File: src/rtl/red_pkg.sv
package red_pkg;

    localparam int REG_N  = 32;
    localparam int DATA_W = 32;
    localparam int IDX_W  = $clog2(REG_N);
    localparam int VL_W   = IDX_W + 1;

    typedef enum logic [2:0] {
        OP_ADD = 3'd0,
        OP_SUB = 3'd1,
        OP_AND = 3'd2,
        OP_OR  = 3'd3,
        OP_XOR = 3'd4,
        OP_MIN = 3'd5,
        OP_MAX = 3'd6,
        OP_RSV = 3'd7
    } op_e;

    typedef enum logic [1:0] {
        ST_IDLE = 2'd0,
        ST_RUN  = 2'd1,
        ST_FIN  = 2'd2
    } st_e;

    typedef struct packed {
        logic [IDX_W-1:0] idx;
        logic             vec;
    } lane_t;

    typedef struct packed {
        lane_t lane;
        logic  cls;
    } operand_t;

    typedef struct packed {
        op_e   op;
        lane_t t;
        lane_t a;
        lane_t b;
    } exec_t;

    function automatic logic op_known(op_e o);
        return o != OP_RSV;
    endfunction

    // true when a vector lane of n elements would run past the last register
    function automatic logic span_bad(lane_t l, logic [VL_W-1:0] n);
        logic [VL_W:0] top;
        top = (VL_W+1)'(l.idx) + (VL_W+1)'(n);
        return l.vec && (n != '0) && (top > (VL_W+1)'(REG_N));
    endfunction

    function automatic logic [IDX_W-1:0] lane_reg(lane_t l, logic [VL_W-1:0] e);
        return l.idx + (l.vec ? e[IDX_W-1:0] : '0);
    endfunction

endpackage

File: src/rtl/red_regfile.sv
module red_regfile
    import red_pkg::*;
(
    input  logic              clk,
    input  logic              rst,
    input  logic              we,
    input  logic [IDX_W-1:0]  waddr,
    input  logic [DATA_W-1:0] wdata,
    input  logic [IDX_W-1:0]  ra_addr,
    output logic [DATA_W-1:0] ra_data,
    input  logic [IDX_W-1:0]  rb_addr,
    output logic [DATA_W-1:0] rb_data,
    input  logic [IDX_W-1:0]  pk_addr,
    output logic [DATA_W-1:0] pk_data
);

    logic [DATA_W-1:0] mem [REG_N];

    always_ff @(posedge clk) begin
        if (rst) begin
            for (int i = 0; i < REG_N; i++) begin
                mem[i] <= '0;
            end
        end else if (we) begin
            mem[waddr] <= wdata;
        end
    end

    assign ra_data = mem[ra_addr];
    assign rb_data = mem[rb_addr];
    assign pk_data = mem[pk_addr];

endmodule

File: src/rtl/red_alu.sv
module red_alu
    import red_pkg::*;
(
    input  op_e               op,
    input  logic [DATA_W-1:0] a,
    input  logic [DATA_W-1:0] b,
    output logic [DATA_W-1:0] y
);

    logic a_lt_b;

    assign a_lt_b = $signed(a) < $signed(b);

    always_comb begin
        unique case (op)
            OP_ADD:  y = a + b;
            OP_SUB:  y = a - b;
            OP_AND:  y = a & b;
            OP_OR:   y = a | b;
            OP_XOR:  y = a ^ b;
            OP_MIN:  y = a_lt_b ? a : b;
            OP_MAX:  y = a_lt_b ? b : a;
            default: y = a;
        endcase
    end

endmodule

File: src/rtl/red_seq.sv
module red_seq
    import red_pkg::*;
(
    input  logic             clk,
    input  logic             rst,
    input  logic             start,
    input  logic [VL_W-1:0]  vl,
    input  op_e              op,
    input  operand_t         dst,
    input  operand_t         srca,
    input  operand_t         srcb,
    input  logic             mapreduce,
    output logic             busy,
    output logic             done,
    output logic             illegal,
    output logic             issue,
    output op_e              op_o,
    output logic [IDX_W-1:0] t_reg,
    output logic [IDX_W-1:0] a_reg,
    output logic [IDX_W-1:0] b_reg
);

    st_e             st_q;
    exec_t           ex_q;
    logic            mr_q;
    logic            ill_q;
    logic [VL_W-1:0] elem_q;
    logic [VL_W-1:0] last_q;

    logic            req_bad;
    logic [VL_W-1:0] issue_n;

    // number of element operations a request asks for
    always_comb begin
        if (vl == '0) begin
            issue_n = '0;
        end else if (dst.lane.vec || mapreduce) begin
            issue_n = vl;
        end else begin
            issue_n = VL_W'(1);
        end
    end

    assign req_bad = !op_known(op)
                   || dst.cls || srca.cls || srcb.cls
                   || span_bad(dst.lane, vl)
                   || span_bad(srca.lane, vl)
                   || span_bad(srcb.lane, vl);

    always_ff @(posedge clk) begin
        if (rst) begin
            st_q   <= ST_IDLE;
            ex_q   <= '0;
            mr_q   <= 1'b0;
            ill_q  <= 1'b0;
            elem_q <= '0;
            last_q <= '0;
        end else begin
            unique case (st_q)
                ST_IDLE: begin
                    if (start) begin
                        ex_q   <= '{op: op, t: dst.lane, a: srca.lane, b: srcb.lane};
                        mr_q   <= mapreduce;
                        ill_q  <= req_bad;
                        elem_q <= '0;
                        last_q <= issue_n - VL_W'(1);
                        st_q   <= (req_bad || issue_n == '0) ? ST_FIN : ST_RUN;
                    end
                end
                ST_RUN: begin
                    if (elem_q == last_q) begin
                        st_q <= ST_FIN;
                    end else begin
                        elem_q <= elem_q + VL_W'(1);
                    end
                end
                default: begin
                    st_q  <= ST_IDLE;
                    ill_q <= 1'b0;
                end
            endcase
        end
    end

    assign busy    = st_q != ST_IDLE;
    assign done    = st_q == ST_FIN;
    assign illegal = done && ill_q;
    assign issue   = st_q == ST_RUN;
    assign op_o    = ex_q.op;
    assign t_reg   = lane_reg(ex_q.t, elem_q);
    assign a_reg   = lane_reg(ex_q.a, elem_q);
    assign b_reg   = lane_reg(ex_q.b, elem_q);

    // a scalar destination without mapreduce never reaches element 1
    assert_scalar_stop_R2: assert property (@(posedge clk) disable iff (rst)
        (issue && elem_q != '0) |-> (ex_q.t.vec || mr_q));

    // consecutive issue cycles step the element by exactly one
    assert_program_order_R3: assert property (@(posedge clk) disable iff (rst)
        (issue && $past(st_q) == ST_RUN) |-> (elem_q == $past(elem_q) + VL_W'(1)));

    // a rejected request never passes through the issue state
    assert_reject_nowrite_R5: assert property (@(posedge clk) disable iff (rst)
        (done && ill_q) |-> ($past(st_q) == ST_IDLE));

    // vector destination writes stay inside the register file
    assert_span_R6: assert property (@(posedge clk) disable iff (rst)
        (issue && ex_q.t.vec) |->
        (((VL_W+1)'(ex_q.t.idx) + (VL_W+1)'(elem_q)) < (VL_W+1)'(REG_N)));

    assert_done_pulse_R10: assert property (@(posedge clk) disable iff (rst)
        done |=> !done);

    // the latched request is frozen while elements are being issued
    assert_hold_R11: assert property (@(posedge clk) disable iff (rst)
        issue |=> ($stable(ex_q) && $stable(mr_q)));

endmodule

File: src/rtl/red_reduce_seq.sv
module red_reduce_seq
    import red_pkg::*;
(
    input  logic              clk,
    input  logic              rst,
    input  logic              start,
    input  logic [VL_W-1:0]   vl,
    input  logic [2:0]        opcode,
    input  logic [IDX_W-1:0]  dst_idx,
    input  logic              dst_vec,
    input  logic              dst_cls,
    input  logic [IDX_W-1:0]  srca_idx,
    input  logic              srca_vec,
    input  logic              srca_cls,
    input  logic [IDX_W-1:0]  srcb_idx,
    input  logic              srcb_vec,
    input  logic              srcb_cls,
    input  logic              mapreduce,
    input  logic              ld_en,
    input  logic [IDX_W-1:0]  ld_idx,
    input  logic [DATA_W-1:0] ld_data,
    input  logic [IDX_W-1:0]  peek_idx,
    output logic [DATA_W-1:0] peek_data,
    output logic              busy,
    output logic              done,
    output logic              illegal
);

    operand_t          dst_op, srca_op, srcb_op;
    logic              issue;
    op_e               ex_op;
    logic [IDX_W-1:0]  t_reg, a_reg, b_reg;
    logic [DATA_W-1:0] a_val, b_val, alu_y;
    logic              rf_we;
    logic [IDX_W-1:0]  rf_waddr;
    logic [DATA_W-1:0] rf_wdata;

    assign dst_op  = '{lane: '{idx: dst_idx,  vec: dst_vec},  cls: dst_cls};
    assign srca_op = '{lane: '{idx: srca_idx, vec: srca_vec}, cls: srca_cls};
    assign srcb_op = '{lane: '{idx: srcb_idx, vec: srcb_vec}, cls: srcb_cls};

    red_seq u_seq (
        .clk       (clk),
        .rst       (rst),
        .start     (start),
        .vl        (vl),
        .op        (op_e'(opcode)),
        .dst       (dst_op),
        .srca      (srca_op),
        .srcb      (srcb_op),
        .mapreduce (mapreduce),
        .busy      (busy),
        .done      (done),
        .illegal   (illegal),
        .issue     (issue),
        .op_o      (ex_op),
        .t_reg     (t_reg),
        .a_reg     (a_reg),
        .b_reg     (b_reg)
    );

    red_alu u_alu (
        .op (ex_op),
        .a  (a_val),
        .b  (b_val),
        .y  (alu_y)
    );

    // element results own the write port; loads only while idle
    always_comb begin
        if (issue) begin
            rf_we    = 1'b1;
            rf_waddr = t_reg;
            rf_wdata = alu_y;
        end else begin
            rf_we    = ld_en && !busy;
            rf_waddr = ld_idx;
            rf_wdata = ld_data;
        end
    end

    red_regfile u_rf (
        .clk     (clk),
        .rst     (rst),
        .we      (rf_we),
        .waddr   (rf_waddr),
        .wdata   (rf_wdata),
        .ra_addr (a_reg),
        .ra_data (a_val),
        .rb_addr (b_reg),
        .rb_data (b_val),
        .pk_addr (peek_idx),
        .pk_data (peek_data)
    );

endmodule

File: config.mk
export PLATFORM = sky130hd
export DESIGN_NAME = red_reduce_seq
export DESIGN_NICKNAME = d
export VERILOG_FILES = /design/src/rtl/red_pkg.sv /design/src/rtl/red_regfile.sv /design/src/rtl/red_alu.sv /design/src/rtl/red_seq.sv /design/src/rtl/red_reduce_seq.sv
export SDC_FILE = /design/constraint.sdc
export NUM_CORES = 2
export LEC_CHECK = 0
export BUFFER_PORTS_ARGS = -buffer_cell sky130_fd_sc_hd__clkbuf_2
export CAP_MARGIN = 40
export CELL_PAD_IN_SITES_DETAIL_PLACEMENT = 1
export CELL_PAD_IN_SITES_GLOBAL_PLACEMENT = 1
export CORE_ASPECT_RATIO = 0.5
export CORE_MARGIN = 1
export CORE_UTILIZATION = 39
export DETAILED_ROUTE_END_ITERATION = 16
export PLACE_DENSITY = 0.62
export SLEW_MARGIN = 20
export SYNTH_ARGS = -nofsm -noshare
export SYNTH_HDL_FRONTEND = slang
export SYNTH_SLANG_ARGS = --single-unit
File: constraint.sdc
create_clock -name clk -period 9.1 [get_ports clk]
set_input_delay 1.82 -clock clk [delete_from_list [all_inputs] [get_ports clk]]
set_output_delay 1.82 -clock clk [all_outputs]
set_load 0.01 [all_outputs]
## After elaboration in Yosys (flattened, before gate mapping)

Memory sizes are Yosys's and may differ from the RTL's.
Cells that the tools add are included.
W data, S select, Z words.

| word-level totals | value |
|---|---|
| bits in registers | 36 |
| memory bits (writable) | 1024 |
| input bits | 77 |
| word-level logic and storage cells | 101 |
| memories kept | 1 |

Memory list:

| name | depth | bits a word | read ports | clocked after memory_dff | write ports | RTL line | source |
|---|---|---|---|---|---|---|---|
| u_rf.mem | 32 | 32 | 3 | 0 | 32 | red_regfile.sv:17 | `logic [DATA_W-1:0] mem [REG_N];` |

| cells by class | value |
|---|---|
| $add $sub $neg | 10 |
| $lt $le $gt $ge | 4 |
| eq/ne operators | 13 |
| multiplexer cells | 28 |
| bitwise operators | 4 |
| reduce and logical (&&, ||, !) cells | 30 |

Operator list:

| kind | number |
|---|---|
| $pmux W32 S7 | 1 |
| $mux W32 | 4 |
| $add A32 B32 Y32 | 1 |
| $and A32 B32 Y32 | 1 |
| $lt A32 B32 Y1 | 1 |
| $or A32 B32 Y32 | 1 |
| $reduce_or A32 Y1 | 1 |
| $sub A32 B32 Y32 | 1 |
| $xor A32 B32 Y32 | 1 |
| $mux W5 | 5 |
| $mux W6 | 4 |
| $add A5 B6 Y7 | 3 |
| $gt A7 B6 Y1 const B | 3 |
| $add A5 B5 Y5 | 3 |
| $logic_not A6 Y1 | 2 |
| $pmux W6 S2 | 1 |
| $eq A3 B3 Y1 const B | 3 |
| $logic_and A1 B1 Y1 | 8 |
| $logic_or A1 B1 Y1 | 8 |
| $mux W1 | 8 |
| $add A6 B1 Y6 const B | 1 |
| $eq A3 B2 Y1 const B | 2 |
| $eq A6 B6 Y1 | 1 |
| $mux W2 | 3 |
| other kinds (17) | 22 |

## Logic depth before layout (Yosys ltp)

| depth | value |
|---|---|
| depth in word-level cells | 12 |
| mapped depth | 30 |
| gate-level depth less buffers | 25 |

## Modules after synthesis

From an unflattened synthesis, not the netlist that was laid out.

| unflattened totals | value |
|---|---|
| cells, all modules | 7138 |
| area total of the unflattened synthesis | 74811.8 um^2 |

Modules (own cells, without submodules):

| module | times used | cells an instance | area each (um^2) | sequential area each (um^2) |
|---|---|---|---|---|
| red_regfile | 1 | 5798 | 65379.0 | 30749.5 |
| red_alu | 1 | 933 | 6012.0 | 0.0 |
| red_seq | 1 | 364 | 2882.8 | 720.7 |
| red_reduce_seq | 1 | 43 | 538.0 | 0.0 |

## Worst setup path before layout

No wires, ideal clock.

| path | value |
|---|---|
| kind | register -> register |
| from | register u_seq.elem_q[0] |
| to | memory u_rf.mem[9][19], data pin |
| setup time | 267 ps |
| data arrival time | 6082 ps |
| data required time | 8833 ps |
| slack | 2751 ps |
| cell stages (with the launch flop) | 28 |
| path buffers | 7 |
| clock period less this slack | 6349 ps |
| path through | dfxtp_1 and2_1 ha_1 inv_1 fa_1 buf_4 buf_4 clkbuf_1 clkbuf_1 mux4_2 nand2_1 nand3_1 a31oi_1 inv_1 ha_1 buf_2 or4_4 nor4b_1 nor4_2 nand2_2 nor2_1 o21ai_4 mux2i_2 buf_2 nand2_1 a21oi_1 buf_4 nor2_1 |

RTL lines:

| item | RTL line | source |
|---|---|---|
| start, declared | red_seq.sv:27 | `logic [VL_W-1:0] elem_q;` |
| start signal, assigned | red_seq.sv:74 | `elem_q <= elem_q + VL_W'(1);` |
| end, declared | red_regfile.sv:17 |  |

==> results.txt <==
----------------------------------------------------
[Global route]
  Number of global-route vias before repair ... 56927
  Antenna violations before repair ... 15
  Tot GR Track Use ... 36.1%
  Final global-route overflow total ... 0
  Largest net degree at the start of global routing ... 89
  Global-route wire length before repair ... 451000 µm

[Critical path]
  Kind of start point of the critical path ... flop
  Cell occurring most often along the worst timing path ... buf_4
  Total buffers and inverters traversed by the critical path ... 5
  Cell with the biggest individual delay on the critical path ... or2_4
  Critical path class ... reg2reg
  Biggest cell delay along the critical path ... 690 ps
  Nature of the critical path endpoint ... flop
  Maximum net fanout on the critical path ... 29
  Required time of the worst setup path ... 9720 ps
  Top delay family on crit path ... compound AO/OA/AOI/OAI gates
  Critical path data arrival time ... 9130 ps

[Logic synthesis]
  Share of the yosys chip area belonging to registers ... 45.2%
  Top flip-flop cell by instance count after synthesis ... edfxtp_1
  Post-synthesis share of cell area spent on and, or, nand and nor gates ... 13.2%
  Largest area contributor in the synthesized netlist ... edfxtp_1
  Largest family of logic cells by synthesized area ... multiplexers
  Area share of the leading cell type in the synthesized netlist ... 44.1%
  Count of mapped cells out of synthesis ... 5651
  Mapped Nets ... 5864
  Post-synth EDFFs ... 1024
  Fraction of the mapped netlist area in adder cells ... 2.53%
  Compound-gate portion of the synthesized area ... 5.96%
  Xor and xnor fraction of the mapped netlist area ... 0.691%
  Area contributors post-synth ... edfxtp_1 (44%), mux4_2 (27%), nor2_1 (5.5%)
  Async SR Flop Fraction ... 0%
  Total standard cell area after synthesis ... 69700 µm²
  Post-synthesis sequential element count ... 1060
  Yosys warning total ... 0
  Number of different library cells in the post-synthesis netlist ... 91
  Share of cell area taken by muxes after synthesis ... 28.2%
  Commonest cells in the netlist ... edfxtp_1 (1024), nor2_1 (1018), mux4_2 (841)
  Mean area per synthesized cell ... 12.3 µm²
  Cell with the most instances after synthesis ... edfxtp_1

[Detailed routing]
  ANT nets after route ... 0
  First-pass iteration count of the detailed router ... 11
  Detailed Route Iter0 Violations ... 9411
  Drc violations ... 8
  Vias post-DR ... 57513
  Via count normalized by instance count ... 7.10
  DRT Wirelength ... 330000 µm
  Average detailed-routed wire length per instance ... 40.7 µm

[Final layout]
  Layout Area Growth over Synthesis ... 13.4%
  Area taken by multi-input logic gates ... 35800 µm²
  Register cell area after layout ... 31500 µm²
  Final net count ... 5839
  Fillers ... 18230
  Final standard cell area without fillers ... 79000 µm²
  Share of post-route cells with drive strength above 1 ... 28.6%

[Timing]
  Final hold violations ... 0
  Period utilization ... 93.5%
  Worst slew margin relative to its limit ... 27.4%
  Number of endpoints failing setup at the final stage ... 0
  Max Slew Vio Count ... 0
  Total negative slack ... 0 ps
  Timing-limited maximum frequency ... 118 MHz
  Measured slew at the worst slew-check pin ... 1090 ps
  Time the final worst path needs with I/O delays and setup ... 8510 ps
  RSZ-0062 raised after global routing ... no
  Clock skew after layout ... 69.6 ps

[Power and ir drop]
  Worst IR drop on VDD ... 0.171 mV
  P per Cell Area ... 180 nW/µm²
  Power consumption ... 14.2 mW
  Leakage dissipation ... 27.9 nW

[Place]
  Port Buffers ... 111
  Cell area reported after detailed placement ... 75300 µm²
  Post-detailed-placement half-perimeter wirelength ... 211000 µm
  Last weighted congestion value of the routability-driven placer ... 0.902

[Hold path]
  Tightest Hold Check Type ... reg2reg

[Outcome]
  Status ... finished with violations
  Violations in the final reports ... DRC

[Floorplanning]
  Site Rows ... 109
  Initial Utilization ... 39.4%
  Die ar. ... 181000 µm²
  Die X-Extent ... 600 µm
  Io pins ... 112
  Die Y ... 301 µm
  Core area ... 177000 µm²

[Clock tree]
  Post-CTS clock slew at the launch and capture registers of the worst setup and hold paths ... 60 ps
  Number of buffers added by the clock tree synthesis step ... 106
  Sink count of the clock tree ... 1060
  Root buffer cell ... clkbuf_16
  Number of cells upsized or downsized after cts ... 0
  Number of levels the H-tree was split into ... 3
  Clock Latency Late Sink ... 800 ps
  Clock tree from TritonCTS ... done
  CTS hold repair buffers ... 0
  Maximum root-to-sink buffer count ... 3
  Number of setup buffers added after CTS ... 0

[Run]
  MaxCap Viol Count ... 0

----------------------------------------------------
-- final timing paths --
path                            slack (ps)  cells past startpoint                              to                         start
worst max-delay path                   590                     25  u_rf.mem[31][20]$_SDFFCE_PN0P_  u_seq.elem_q[0]$_SDFFE_PP0P_
worst max register to register         590                     25  u_rf.mem[31][20]$_SDFFCE_PN0P_  u_seq.elem_q[0]$_SDFFE_PP0P_
worst min-delay path                   480                      2     u_seq.ex_q[13]$_SDFFE_PP0P_   u_seq.ex_q[13]$_SDFFE_PP0P_
worst min register to register         480                      2     u_seq.ex_q[13]$_SDFFE_PP0P_   u_seq.ex_q[13]$_SDFFE_PP0P_
-- kinds of logic after synthesis --
| group | after synthesis |
|---|---|
| AO/OA/AOI/OAI | 612 |
| XOR/XNOR | 55 |
| adder cells (fa/ha/maj) | 136 |
| buffers and inverters | 697 |
| flip-flops | 1060 |
| multiplexers | 904 |
| AND/OR/NAND/NOR | 2187 |
-- state kept, by name, summed over array words and instances (netlist names) --
name	cells
u_seq.op_o	3
u_rf.mem	1024
u_seq.ex_q	18
u_seq.st_q	2
u_seq.ill_q	1
u_seq.elem_q	6
u_seq.last_q	6
-- where the power goes --
part	switching (mW)	leakage (nW)	internal [mW]
Sequential	0.158	10.8	5.54
Clock	2.11	1.71	2.56
Combinational	2.43	15.5	1.38
-- metal layers --
| layer | GRT usage (%) | vias to the layer above | share of wire [%] |
|---|---|---|---|
| li1 | - | 21570 | - |
| met1 | 46.1 | 30000 | 36 |
| met2 | 52.9 | 4908 | 43 |
| met3 | 15.6 | 1011 | 16 |
| met4 | 16.7 | 24 | 5.6 |
| met5 | 0.392 | - | 0.16 |
-- layout by cell type (no fill, tap or decap), types with 31 or more instances in the layout --
master	instances
a21o_1	33
nand2b_4	32
mux2_2	33
buf_16	36
nand3_1	183
a211oi_1	31
nand2_2	34
buf_4	211
clkbuf_16	110
and3_1	42
mux4_2	841
nor3_1	163
nor2_1	1014
nand2_1	588
ha_1	126
edfxtp_1	1024
buf_12	76
dfxtp_1	35
a31oi_1	50
a21oi_1	176
clkbuf_2	107
a311oi_1	33
o21ai_0	97
inv_1	119
-- tightest hold or removal path: stages (launching register included) --
cell and delay, ps:
dfxtp_1 320, nand2_1 50, a21oi_1 50
-- metrics by stage --
stage                     utilization [%]  hold WS (ps)  cells  setup WS [ps]
final                                44.6           475   8102            591
after global routing                 44.6           501   8097            312
after CTS                            44.5           477   8088            643
after detailed placement             42.6           467   7896            682
after global placement               41.7           455   7827            473
after floorplan                         -           441   5651           2750
-- final cells by class --
| cell class | count | share of cell area, % |
|---|---|---|
| inverter | 124 | 0.589 |
| clock inverter | 57 | 0.833 |
| sequential | 1060 | 39.8 |
| clock buffer | 135 | 3.62 |
| multi-input combinational | 3894 | 45.3 |
| timing repair buffer | 440 | 5.99 |
| antenna | 6 | 0.0190 |
| tap | 2386 | 3.78 |
No activity file was read; power rests on OpenSTA's default activity.
